<file path="config.mk">
export PLATFORM = sky130hd
export DESIGN_NAME = usart_clkgen
export DESIGN_NICKNAME = d
export VERILOG_FILES = /design/src/rtl/usart_clkgen.sv
export SDC_FILE = /design/constraint.sdc
export NUM_CORES = 1
export LEC_CHECK = 0
export ABC_CLOCK_PERIOD_IN_PS = 2500
export CAP_MARGIN = 20
export CORE_MARGIN = 2
export CORE_UTILIZATION = 35
export DETAILED_ROUTE_END_ITERATION = 10
export GPL_ROUTABILITY_DRIVEN = 0
export PLACE_DENSITY_LB_ADDON = 0.1
export SYNTH_ARGS = -nofsm -noshare
export SYNTH_HDL_FRONTEND = slang
export SYNTH_SLANG_ARGS = --single-unit
export TNS_END_PERCENT = 30
</file>
<file path="constraint.sdc">
create_clock -name clk -period 2.5 [get_ports clk]
set_input_delay 0.75 -clock clk [delete_from_list [all_inputs] [get_ports clk]]
set_output_delay 0.75 -clock clk [all_outputs]
set_load 0.1 [all_outputs]
</file>
<file path="src/rtl/usart_clkgen.sv">
module usart_clkgen #(
  parameter int DIV_W       = 12,
  parameter int SYNC_STAGES = 2
) (
  input  logic             clk,
  input  logic             rst_n,
  input  logic [DIV_W-1:0] baud_div,
  input  logic             sync_mode,
  input  logic             dbl_speed,
  input  logic             clk_dir,
  input  logic             clk_pol,
  input  logic             xck_in,
  output logic             tx_en,
  output logic             rx_en,
  output logic             xck_out
);

  localparam int TOP = SYNC_STAGES - 1;

  logic [DIV_W-1:0] cnt, div_q;
  logic             t2, t16;
  logic [1:0]       c4;
  logic [TOP:0]     xs;
  logic             xp;

  logic div_chg, tick_pre, tick_2, tick_8, tick_16;
  logic master, slave, lead, trail;

  assign div_chg  = baud_div != div_q;
  assign tick_pre = rst_n && (cnt == '0) && !div_chg;
  assign tick_2   = tick_pre && t2;
  assign tick_8   = tick_2 && (c4 == 2'd3);
  assign tick_16  = tick_8 && t16;

  always_ff @(posedge clk or negedge rst_n) begin
    if (!rst_n) begin
      cnt   <= '0;
      div_q <= '0;
    end else begin
      div_q <= baud_div;
      if (div_chg || cnt == '0) cnt <= baud_div;
      else                      cnt <= cnt - 1'b1;
    end
  end

  always_ff @(posedge clk or negedge rst_n) begin
    if (!rst_n) begin
      t2  <= 1'b0;
      c4  <= '0;
      t16 <= 1'b0;
    end else begin
      if (tick_pre) t2  <= ~t2;
      if (tick_2)   c4  <= c4 + 1'b1;
      if (tick_8)   t16 <= ~t16;
    end
  end

  always_ff @(posedge clk or negedge rst_n) begin
    if (!rst_n) begin
      xs <= '0;
      xp <= 1'b0;
    end else begin
      xs <= {xs[TOP-1:0], xck_in};
      xp <= xs[TOP];
    end
  end

  assign master = sync_mode && clk_dir;
  assign slave  = sync_mode && !clk_dir;
  assign lead   = master ? (tick_pre && !t2) : (xs[TOP] && !xp);
  assign trail  = master ? (tick_pre && t2)  : (!xs[TOP] && xp);

  assign tx_en   = !sync_mode ? (dbl_speed ? tick_8 : tick_16) : (clk_pol ? trail : lead);
  assign rx_en   = !sync_mode ? tick_pre : (clk_pol ? lead : trail);
  assign xck_out = master && t2;

  AST_SYNC_EXCL: assert property (@(posedge clk) disable iff (!rst_n)
    sync_mode |-> !(tx_en && rx_en));

  AST_ASYNC_ALIGN: assert property (@(posedge clk) disable iff (!rst_n)
    (!sync_mode && tx_en) |-> rx_en);

  AST_OVS_PULSE: assert property (@(posedge clk) disable iff (!rst_n)
    (!sync_mode && $past(!sync_mode) && $past(rx_en) && $past(baud_div) != '0) |-> !rx_en);

  AST_XCK_TOGGLE: assert property (@(posedge clk) disable iff (!rst_n)
    (master && $past(master) && xck_out != $past(xck_out)) |-> $past(tx_en || rx_en));

  AST_SLAVE_PULSE: assert property (@(posedge clk) disable iff (!rst_n)
    (slave && $past(slave) && $stable(clk_pol) && $past(tx_en)) |-> !tx_en);

  AST_CNT_RANGE: assert property (@(posedge clk) disable iff (!rst_n)
    !div_chg |-> cnt <= baud_div);

endmodule

</file>
# Yosys cells after proc, flatten, opt, wreduce, memory -nomap -nowiden
# Index checks and enable logic that the tools add are counted.
# Widths: inputs -> output; s select.
dict set report totals {
  reg_bits 31
  inputBits 19
  out_inout_bits 3
  word_cells 37
}
dict set report classes {
  n_addsub 2
  eq_ne 2
  n_mux 8
  n_bitwise 2
  n_reduce_logical 16
}
# cell count
set ops {}
lappend ops {{$logic_not 12->1} 1}
lappend ops {{$mux 12} 1}
lappend ops {{$ne 12x12->1} 1}
lappend ops {{$sub 12x1->12 const B} 1}
lappend ops {{$logic_and 1x1->1} 10}
lappend ops {{$mux 1} 7}
lappend ops {{$logic_not 1->1} 4}
lappend ops {{$add 2x1->2 const B} 1}
lappend ops {{$eq 2x2->1 const B} 1}
lappend ops {{$not 1->1} 2}
lappend ops {{$logic_or 1x1->1} 1}

# Longest topological paths before layout
dict set report logic_depth {
  word_depth 8
  depth_mapped 7
  mapped_depth_nobuf 7
}

# Worst setup path before layout
# Ideal clock, no wire load.
dict set report synth_timing {
  path_type {input to output}
  startpoint {input port baud_div[7]}
  endpoint {output port rx_en}
  arrival_time_ps 3140
  t_required_ps 1750
  slack_ps -1390
  path_stages 5
  path_buffers 0
  path_cell_list {xnor2_1 -> nand4_1 -> nor3_4 -> or3b_1 -> o21ai_1}
}
dict set report synth_between {
  elab_chain_cells 7
  elab_cells_between_ends 9
  classes_between {eq/ne: 1; mux: 4; reduce/logical: 4}
}
# item line
set synth_rtl {}
lappend synth_rtl {{start, declared} 7} ;# input logic [DIV_W-1:0] baud_div,
lappend synth_rtl {{$ne 12x12->1 (*)} 29} ;# assign div_chg = baud_div != div_q;
lappend synth_rtl {{$logic_not 1->1 (*)} 30} ;# assign tick_pre = rst_n && (cnt == '0) && !div_chg;
lappend synth_rtl {{$logic_and 1x1->1 (*)} 30}
lappend synth_rtl {{$logic_and 1x1->1, on equally long branches} {71, 70}}
lappend synth_rtl {{$mux 1, on equally long branches} {71, 70}}
lappend synth_rtl {{$mux 1} 74} ;# assign rx_en = !sync_mode ? tick_pre : (clk_pol ? lead : trail);
lappend synth_rtl {{$mux 1 (*)} 74}
lappend synth_rtl {{end, declared} 14} ;# output logic rx_en,
# Mark *: on every way between the ends. The rest lies on a longest branch, timed or not.

# Worst setup path after layout
dict set report layout_timing {
  startpoint {register cnt[5]}
  endpoint {output port tx_en}
}
dict set report layout_between {
  elab_chain_cells 8
  elab_cells_between_ends 12
  classes_between {mux: 5; reduce/logical: 7}
}
# item line
set layout_rtl {}
lappend layout_rtl {{start, declared} 20} ;# logic [DIV_W-1:0] cnt, div_q;
lappend layout_rtl {{start signal, assigned} 41} ;# if (div_chg || cnt == '0) cnt <= baud_div;
lappend layout_rtl {{start signal, assigned} 42} ;# else cnt <= cnt - 1'b1;
lappend layout_rtl {{$logic_not 12->1 (*)} 30}
lappend layout_rtl {{$logic_and 1x1->1 (*) (2 in series)} 30}
lappend layout_rtl {{$logic_and 1x1->1} {31, 71}}
lappend layout_rtl {{$logic_and 1x1->1} 32} ;# assign tick_8 = tick_2 && (c4 == 2'd3);
lappend layout_rtl {{$logic_and 1x1->1} 33} ;# assign tick_16 = tick_8 && t16;
lappend layout_rtl {{$mux 1} 73} ;# assign tx_en = !sync_mode ? (dbl_speed ? tick_8 : tick_16) : (clk_pol ? trail : lead);
lappend layout_rtl {{$mux 1 (*)} 73}
lappend layout_rtl {{end, declared} 13} ;# output logic tx_en,
# Marks and branches as above.

==> results.cfg <==
[detailed_routing]
totalWireLength_mm = 3.45
dr_total_vias = 1178
drc = 0
drtIter0Drc = 18
viasPerCell = 4.87
antenna_left = 0
wire_per_inst_um = 14.2
drt_first_pass_iters = 4

[clock_tree]
htree_levels = 2
cts_tree = built
cts-root-buf = clkbuf_8
clkSinkCount = 31
path_clk_slew_ns = 0.06
clock_path_buffers = 2
clkLatencyLatePin_ns = 0.28
numCtsBuffers = 5

[power]
peakVddDrop_uv = 275
p_sw_share_pct = 24.7
p_sw_uw = 277
power_frac_comb_pct = 16.9
p_int_uw = 845
cellLeakagePower_nw = 1.07
finalPower_mw = 1.12
power_density_nw_per_um2 = 493
clkPwrFrac_pct = 34.6
p_seq_share_pct = 48.5

[worst_setup_path]
r2r-end = cnt[2]
slowest_stage = or4_4
critPathBufInv = 1
crit_cells = 6
cp_cell_sequence = or4_4 -> nor3_4 -> nand4b_4 -> or3b_4 -> o21ai_4 -> buf_12
crit_end = tx_en
worstSetupStartpoint = cnt[5]
rr_worst_depth = 6
required_ns = 1.75
end_kind = primary output
startpoint_type = flip-flop
path_class = flip-flop to primary output
cp_slowest_stage_delay_ns = 0.56
path_max_fanout = 2
crit_arrival_ns = 2.30
rr_startpoint = cnt[5]
r2r_slack_ns = 0.38
path_delay_family = simple AND/OR/NAND/NOR gates

[worst_hold_path]
hp-class = flip-flop to flip-flop

[layout]
nFillCells = 383
final_nets = 212
insertedDiodeCount = 0
area_growth_syn_to_layout_pct = 48.3
final_area_um2 = 2270
drive_gt1_share_pct = 45.8

[grt]
grt.overflow.total = 0
antenna_found_initial = 0
grt_pass1_vias = 1319
grt_pass1_wl_mm = 5.91
grt_util_all_layers_pct = 15.9
grt_max_degree = 32

[sta]
final_max_slew_viol_count = 0
hold_viol = 0
period_needed_ns = 3.05
timing.final.ws_setup_ns = -0.548
rsz0062_at_grt = true
fmax_ghz = 0.328
max_slew_margin_pct = 71.5
post-route-period-util_pct = 122
tightest_slew_ns = 0.424
skew_ns = 0.00499
finalSetupViolations = 2
hold_ws_ns = 0.349

[job]
drv_cap = 0

[synth]
ys_seq_area_share_pct = 50.6
synth_seq_cells = 31
yosys.area.top_type_share_pct = 50.6
synth.top_cells.by_area = dfrtp_1 51%, xnor2_1 9.7%, mux2_2 7.3%, xor2_1 4.0%, nor3_4 3.2%
yosys.cell_types.count = 31
syn_area_um2 = 1530
yosys_warnings = 0
yosysTopAreaCell = dfrtp_1
synth_area_per_cell_um2 = 11.6
syn-num-nets = 154
syn_inst = 132

[place]
place_ws_ns = -0.946
placed_cell_area_um2 = 2140
port_buffers = 21
dp_hpwl_mm = 2.63

[status]
violations = negative setup slack
status = finished with violations

[die]
initial_core_util_pct = 35.7
core_area_um2 = 4290
dieHeight_um = 70.2
rows = 24
ios = 22
dieArea_um2 = 4930
die_w_um = 70.2
-- power groups by stage --
| stage | logic (mW) | clock network [mW] | registers, mW |
|---|---|---|---|
| 2_1_floorplan | 0.0830 | 0 | 0.552 |
| 3_3_place_gp | 0.176 | 0 | 0.552 |
| 3_5_place_dp | 0.180 | 0 | 0.553 |
| 4_1_cts | 0.193 | 0.410 | 0.545 |
| 5_1_grt | 0.206 | 0.440 | 0.547 |
| 6_report | 0.189 | 0.388 | 0.545 |
-- sequential cells by signal, indices dropped and copies added (netlist names) --
register / cells
xp: 1
c4: 2
t2: 1
cnt: 12
div_q: 12
t16: 1
xs: 2
-- layout make-up --
| type | count | area (µm²) | share of cell area, % |
|---|---|---|---|
| inverter | 5 | 18.8 | 0.825 |
| timing repair buffer | 53 | 442 | 19.4 |
| clock inverter | 1 | 5.00 | 0.220 |
| sequential | 31 | 776 | 34.1 |
| multi-input combinational | 94 | 886 | 38.9 |
| clock buffer | 6 | 82.6 | 3.63 |
| tap | 52 | 65.1 | 2.86 |
-- timing repair --
item | CTS | global route
resized for setup | 41 | 7
endpoints found under the setup margin | 3 | 3
gates cloned | 0 | 0
buffers inserted | 7 | 0
hold buffers | 0 | 0
pin swaps | 13 | 4
-- synthesized netlist by cell type --
| library cell | number |
|---|---|
| a31oi_1 | 1 |
| nand3_1 | 3 |
| xnor2_1 | 17 |
| and3_1 | 2 |
| nor3_1 | 2 |
| nor2_1 | 7 |
| or4_4 | 1 |
| clkbuf_1 | 2 |
| nand2b_1 | 1 |
| mux2_2 | 10 |
| or3b_1 | 1 |
| a21oi_1 | 4 |
| nand2_2 | 1 |
| xor2_1 | 7 |
| and3b_1 | 1 |
| a32oi_1 | 1 |
| a41oi_1 | 2 |
| ha_1 | 3 |
| inv_1 | 5 |
| o21ai_0 | 2 |
| dfrtp_1 | 31 |
| o211ai_1 | 1 |
| nand4b_4 | 1 |
| nor4_1 | 1 |
| nor3b_1 | 1 |
| o21ai_1 | 2 |
| nor4_2 | 1 |
| o22ai_1 | 1 |
| nand4_1 | 7 |
| nor3_4 | 3 |
| nand2_1 | 10 |
-- routing by layer --
| layer | up-vias | routed length [µm] | track usage [%] |
|---|---|---|---|
| met5 | - | 0 | 0 |
| met4 | 0 | 48 | 6.62 |
| met3 | 5 | 123 | 4.76 |
| met2 | 21 | 1810 | 27.3 |
| met1 | 572 | 1470 | 18.3 |
| li1 | 580 | - | - |
-- worst min-delay path by stage --
stage               slack (ns)  endpoint   from  cells past startpoint
floorplan                 0.33     xs[1]  xs[0]                      0
global placement          0.34     xs[1]  xs[0]                      0
detailed placement        0.34     xs[1]  xs[0]                      0
CTS                       0.35     xs[1]  xs[0]                      0
global route              0.37     xs[1]  xs[0]                      0
finish                    0.35     xs[1]  xs[0]                      0
-- cell families (layout without fill, tap and decap cells) --
| group | after synthesis | after routing | synth area share, % |
|---|---|---|---|
| muxes | 10 | 10 | 7.34 |
| buffers and inverters | 7 | 65 | 1.71 |
| xor gates and xnor gates | 24 | 24 | 13.7 |
| AOI/OAI and AO/OA | 14 | 14 | 5.63 |
| adders and majority gates | 3 | 3 | 2.45 |
| and+or+nand+nor | 43 | 43 | 18.6 |
| DFF | 31 | 31 | 50.6 |
-- through the flow --
stage | instances | util (%) | TNS (ns)
detailed placement | 228 | 49.8 | -4.14
finish | 242 | 53.0 | -1.08
global route | 242 | 53.0 | -1.26
CTS | 242 | 53.4 | -1.15
global placement | 228 | 49.8 | -3.67
floorplan | 132 | - | -1.17
-- cell usage in the layout (no fill, tap or decap), types with 4 or more instances in the layout --
cell and instances:
dfrtp_1 31, nor2_1 7, inv_1 5, buf_2 6, nand2_1 10, clkdlybuf4s50_1 5, mux2_2 10, nand4_1 7
xnor2_1 5, xor2_1 7, clkbuf_8 6, a21oi_1 4, xnor2_2 9, buf_4 32
Note: power is estimated with default switching activity, not from simulation.
